--- config.mk ---
export PLATFORM = sky130hd
export DESIGN_NAME = diffclk_oe_gate
export DESIGN_NICKNAME = d
export VERILOG_FILES = /design/src/rtl/diffclk_oe_pkg.sv /design/src/rtl/diffclk_rst_sync.sv /design/src/rtl/diffclk_sync.sv /design/src/rtl/diffclk_pd_seq.sv /design/src/rtl/diffclk_gate.sv /design/src/rtl/diffclk_oe_gate.sv
export SDC_FILE = /design/constraint.sdc
export NUM_CORES = 1
export LEC_CHECK = 0
export BUFFER_PORTS_ARGS = -buffer_cell sky130_fd_sc_hd__buf_4
export CAP_MARGIN = 5
export CORE_AREA = 2 2 91 115
export DETAILED_ROUTE_END_ITERATION = 10
export DIE_AREA = 0 0 93 117
export GPL_ROUTABILITY_DRIVEN = 0
export PLACE_DENSITY = 0.71
export SETUP_SLACK_MARGIN = 0.15
export SLEW_MARGIN = 0
export SYNTH_ARGS = -nofsm -noshare
export SYNTH_HDL_FRONTEND = slang
export SYNTH_SLANG_ARGS = --single-unit
--- constraint.sdc ---
create_clock -name clk_in -period 3.4 [get_ports clk_in]
set_input_delay 0.68 -clock clk_in [delete_from_list [all_inputs] [get_ports clk_in]]
set_output_delay 0.68 -clock clk_in [all_outputs]
set_load 0.02 [all_outputs]
--- src/rtl/diffclk_oe_pkg.sv ---
package diffclk_oe_pkg;
  localparam int N_OUT  = 19;
  localparam int N_SOLO = 10;
  localparam int N_PIN  = N_SOLO + 3;
  localparam int SOLO_BASE = 5;

  // pin vector layout: [0] group 0-4, [1..10] solo 5..14, [11] group 15-16, [12] group 17-18
  function automatic int pin_of(input int o);
    if (o < SOLO_BASE)               return 0;
    else if (o < SOLO_BASE + N_SOLO) return o - SOLO_BASE + 1;
    else if (o < 17)                 return N_SOLO + 1;
    else                             return N_SOLO + 2;
  endfunction
endpackage

--- src/rtl/diffclk_rst_sync.sv ---
module diffclk_rst_sync (
  input  logic clk,
  input  logic rst_n,
  output logic rst_sn
);
  logic [1:0] sh_q;
  always_ff @(posedge clk or negedge rst_n) begin
    if (!rst_n) sh_q <= 2'b00;
    else        sh_q <= {sh_q[0], 1'b1};
  end
  assign rst_sn = sh_q[1];
endmodule

--- src/rtl/diffclk_sync.sv ---
module diffclk_sync #(
  parameter int W      = 8,
  parameter int STAGES = 2
) (
  input  logic         clk,
  input  logic         rst_sn,
  input  logic [W-1:0] d,
  output logic [W-1:0] q
);
  logic [W-1:0] st_q [STAGES];

  for (genvar s = 0; s < STAGES; s++) begin : g_stage
    logic [W-1:0] st_d;
    if (s == 0) begin : g_first
      assign st_d = d;
    end else begin : g_next
      assign st_d = st_q[s-1];
    end
    always_ff @(posedge clk or negedge rst_sn) begin
      if (!rst_sn) st_q[s] <= '0;
      else         st_q[s] <= st_d;
    end
  end

  assign q = st_q[STAGES-1];
endmodule

--- src/rtl/diffclk_pd_seq.sv ---
module diffclk_pd_seq #(
  parameter int HOLD_W  = 8,
  parameter int STRAP_W = 4
) (
  input  logic               clk,
  input  logic               rst_sn,
  input  logic               pwr_s,
  input  logic [HOLD_W-1:0]  hold_cycles,
  input  logic [STRAP_W-1:0] strap_in,
  output logic [STRAP_W-1:0] strap_q,
  output logic               run_ok
);
  logic               pwr_d_q;
  logic [HOLD_W-1:0]  cnt_q, cnt_d;
  logic [STRAP_W-1:0] strap_d;
  logic               rise;

  always_comb begin
    rise    = pwr_s & ~pwr_d_q;
    strap_d = strap_q;
    cnt_d   = cnt_q;
    if (rise) begin
      strap_d = strap_in;
      cnt_d   = hold_cycles;
    end else if (!pwr_s) begin
      cnt_d   = '0;
    end else if (cnt_q != '0) begin
      cnt_d   = cnt_q - 1'b1;
    end
  end

  always_ff @(posedge clk or negedge rst_sn) begin
    if (!rst_sn) begin
      pwr_d_q <= 1'b0;
      cnt_q   <= '0;
      strap_q <= '0;
    end else begin
      pwr_d_q <= pwr_s;
      cnt_q   <= cnt_d;
      strap_q <= strap_d;
    end
  end

  assign run_ok = pwr_s & pwr_d_q & (cnt_q == '0);
endmodule

--- src/rtl/diffclk_gate.sv ---
module diffclk_gate #(
  parameter int N = 19
) (
  input  logic         clk,
  input  logic         rst_sn,
  input  logic [N-1:0] want,
  output logic [N-1:0] oe,
  output logic [N-1:0] clk_out
);
  logic [N-1:0] req_q;

  always_ff @(posedge clk or negedge rst_sn) begin
    if (!rst_sn) req_q <= '0;
    else         req_q <= want;
  end

  for (genvar i = 0; i < N; i++) begin : g_out
    logic gate_q;
    // falling-edge update: the gate changes only in the low phase
    always_ff @(negedge clk or negedge rst_sn) begin
      if (!rst_sn) gate_q <= 1'b0;
      else         gate_q <= req_q[i];
    end
    assign oe[i]      = gate_q;
    assign clk_out[i] = clk & gate_q;
  end
endmodule

--- src/rtl/diffclk_oe_gate.sv ---
module diffclk_oe_gate
  import diffclk_oe_pkg::*;
#(
  parameter int SYNC_STAGES = 2,
  parameter int HOLD_W      = 8,
  parameter int STRAP_W     = 4
) (
  input  logic               clk_in,
  input  logic               rst_n,
  input  logic               pwr_ok,
  input  logic               oe_g0_n,
  input  logic [N_SOLO-1:0]  oe_solo_n,
  input  logic               oe_g1_n,
  input  logic               oe_g2_n,
  input  logic [N_OUT-1:0]   reg_en,
  input  logic [STRAP_W-1:0] strap_in,
  input  logic [HOLD_W-1:0]  hold_cycles,
  output logic [N_OUT-1:0]   out_clk,
  output logic [N_OUT-1:0]   out_oe,
  output logic [STRAP_W-1:0] strap_q
);
  localparam int SYNC_W = N_PIN + N_OUT + 1;

  logic               rst_sn;
  logic [N_PIN-1:0]   pin_n;
  logic [SYNC_W-1:0]  sync_q;
  logic [N_PIN-1:0]   pin_s;
  logic [N_OUT-1:0]   reg_s;
  logic               pwr_s;
  logic               run_ok;
  logic [N_OUT-1:0]   want;

  assign pin_n = {oe_g2_n, oe_g1_n, oe_solo_n, oe_g0_n};

  diffclk_rst_sync u_rst (.clk(clk_in), .rst_n(rst_n), .rst_sn(rst_sn));

  diffclk_sync #(.W(SYNC_W), .STAGES(SYNC_STAGES)) u_sync (
    .clk(clk_in), .rst_sn(rst_sn),
    .d({pwr_ok, reg_en, pin_n}), .q(sync_q)
  );
  assign pin_s = sync_q[N_PIN-1:0];
  assign reg_s = sync_q[N_PIN +: N_OUT];
  assign pwr_s = sync_q[SYNC_W-1];

  diffclk_pd_seq #(.HOLD_W(HOLD_W), .STRAP_W(STRAP_W)) u_pd (
    .clk(clk_in), .rst_sn(rst_sn), .pwr_s(pwr_s),
    .hold_cycles(hold_cycles), .strap_in(strap_in),
    .strap_q(strap_q), .run_ok(run_ok)
  );

  for (genvar i = 0; i < N_OUT; i++) begin : g_want
    assign want[i] = ~pin_s[pin_of(i)] & reg_s[i] & run_ok;
  end

  diffclk_gate #(.N(N_OUT)) u_gate (
    .clk(clk_in), .rst_sn(rst_sn), .want(want),
    .oe(out_oe), .clk_out(out_clk)
  );
endmodule

==> results.toml <==
[yosys]
syn-num-nets = 278
ys_seq_area_share_pct = 77.8
syn_area_per_cell_um2 = 16.7
yosys_register_bits = 119
yosysWarnings = 0
synthFlopType = "dfrtp_1"
synthArstFlopShare_pct = 100
yosys.cell_types.count = 33
postSynthCellCount = 229
synth_edf_count = 0
synth_area_mm2 = 0.00383

[worst_setup_path]
r2r-start = "u_rst.sh_q[1]"
critPathKind = "reg -> out"
endpoint_kind = "output pin"
required_ns = 2.72
crit_path_max_fanout = 2
critPathLaunch = "u_gate.g_out[18].gate_q"
arrival_ns = 2.90
r2r_setup_slack_ns = 1.01
crit_path_start_kind = "flop"

[power_and_ir_drop]
p_sw_share_pct = 22.9
pwr-share-comb_pct = 4.3
p_int_mw = 3.06
ir_drop_uv = 436
p_leak_nw = 2.65
seqPwrFrac_pct = 38.5
p_sw_uw = 908
powerDensity_mw_per_mm2 = 713
p_total_mw = 3.97
pwr-share-clk_pct = 57.3

[timing]
max-slew-margin-rel_pct = 58.0
worst_pin_slew_ns = 0.630
finalHoldViolCount = 0
rsz0062_at_grt = "yes"
setup_viol = 57
finClkSkew_ns = 0.00456
final.setup.worst_slack_ns = -0.184
slew_violations = 0

[layout]
seq_area_mm2 = 0.00298
fill_cells = 778
area_growth_syn_to_layout_pct = 45.4
final_cell_mix = "dfrtp_1, buf_4, buf_6"
layout_commonest_cell = "dfrtp_1"
diodes = 0
multi_input_area_um2 = 717
num-nets-final = 383
drive_gt1_share_pct = 50.7

[die]
num_rows = 41
coreArea_mm2 = 0.00985
die_h_um = 117
die_x_um = 93
start_util_pct = 38.9
pin_count = 89
dieArea_mm2 = 0.0109

[detailed_routing]
route.detailed.drc = 0
drt_iter0_markers = 64
drtPass1Iterations = 4
route.met2.wl_mm = 3.52
wl_per_cell_um = 13.6
wl_met3_um = 498
highest_layer = "met4"
wirelength_mm = 6.51
vias = 2094
antenna_left = 0
vias_per_cell = 4.36
wl_met1_mm = 2.26

[cts]
path_clk_slew_ns = 0.05
clock_latency_ns = 0.51
cts_tree = "yes"

[worst_hold_path]
min_path_type = "in -> reg"
hold_start = "reg_en[8]"

[place]
dpl.hpwl_mm = 3.88
port_buffers = 88
place_ws_ns = 0.374

[status]
violations = "negative setup slack"
status = "complete, but fails checks"

[global_routing]
grt_pass1_vias = 2415
grt_max_degree = 50
overflow = 0
grt_pass1_wl_mm = 10.3
antenna_found_initial = 0
track_usage_pct = 13.2

[run]
drv_cap = 0
[sequential cells by signal (all words and copies together) (netlist names)]
register,count
u_gate.g_out.gate_q,19
u_gate.req_q,19
u_pd.cnt_q,8
u_pd.pwr_d_q,1
u_pd.strap_q,4
u_rst.sh_q,2
u_sync.g_stage.st_d,33
u_sync.q,33
[cell families (layout without fill, tap and decap cells)]
logic type,Yosys count,after routing,share of synthesized area [%]
AND/OR/NAND/NOR,61,61,12.4
XOR/XNOR,1,1,0.229
adder cells (fa/ha/maj),2,2,0.653
buffers and inverters,27,149,4.74
AO/OA/AOI/OAI,14,14,2.97
other,1,1,0.0979
flip-flops,119,119,77.8
multiplexers,4,4,1.18
[cell type report]
class | instances | area share (%)
repair buffers | 81 | 12.2
well taps | 129 | 2.90
clock buffers | 52 | 16.7
flip-flops and latches | 119 | 53.6
clock inverters | 12 | 1.42
multi-input cells | 83 | 12.9
inverters | 4 | 0.270
[final timing paths]
path                            cells past startpoint                    endpoint
worst max-delay path                                2                 out_clk[18]
worst min-delay path                                1  u_sync.g_stage[1].st_d[21]
worst max register to register                      0      u_gate.g_out[8].gate_q
max in group asynchronous                           0      u_gate.g_out[8].gate_q
min in group asynchronous                           0  u_sync.g_stage[1].st_d[31]
worst min register to register                      0                u_sync.q[18]
[per-stage QoR]
step | TNS, ns | hold WS [ns] | cell area (um^2) | util (%) | cells
final | -4.34 | 0.272 | 5570 | 56.5 | 480
after global routing | -5.84 | 0.246 | 5570 | 56.5 | 480
after CTS | -4.34 | 0.254 | 5490 | 55.7 | 475
after detailed placement | 0 | 0.335 | 4510 | 45.8 | 426
after global placement | 0 | 0.331 | 4510 | 45.8 | 426
after floorplan | 0 | 0.331 | 3830 | - | 229
[metal layers]
layer	vias up	global-route usage, %
met5	-	0
met4	0	12.9
met3	23	8.51
met2	82	19.7
met1	1024	11.9
li1	965	-
[synthesized netlist by cell type, types with 2 or more instances]
master      n  area share, %
nor3b_2    10            3.3
nor3b_1     9            1.8
nor2b_1     2           0.33
a311oi_1    5            1.1
mux2_2      4            1.2
nand2b_1    3           0.49
ha_1        2           0.65
dfrtn_1    19             12
inv_1       4           0.39
o21ai_0     2           0.26
and2_1     19            3.1
or3_1       4           0.65
nor2_1      7           0.69
a221oi_1    2           0.46
clkbuf_1    2           0.20
buf_4      19            3.7
dfrtp_1   100             65
[worst max-delay path: stages, from the launching register on]
cell and delay [ns]:
dfrtn_1 0.44, and2_4 0.15, buf_6 0.10
[power groups by stage]
stage / registers (mW) / clock network (mW) / logic [mW]
floorplan: 1.56 / 0.0278 / 0.0790
global placement: 1.55 / 0.0123 / 0.160
detailed placement: 1.55 / 0.0123 / 0.168
CTS: 1.53 / 2.34 / 0.171
global route: 1.54 / 2.43 / 0.187
finish: 1.53 / 2.27 / 0.169
[timing repair]
| action | in CTS | in global routing |
|---|---|---|
| hold buffers | 1 | 0 |
| buffers inserted | 3 | 5 |
| gates resized for setup | 45 | 12 |
| setup endpoints to repair | 57 | 57 |
| endpoints found under the hold margin | 2 | 0 |
| pin swaps | 16 | 5 |
No activity file was read; power rests on OpenSTA's default activity.
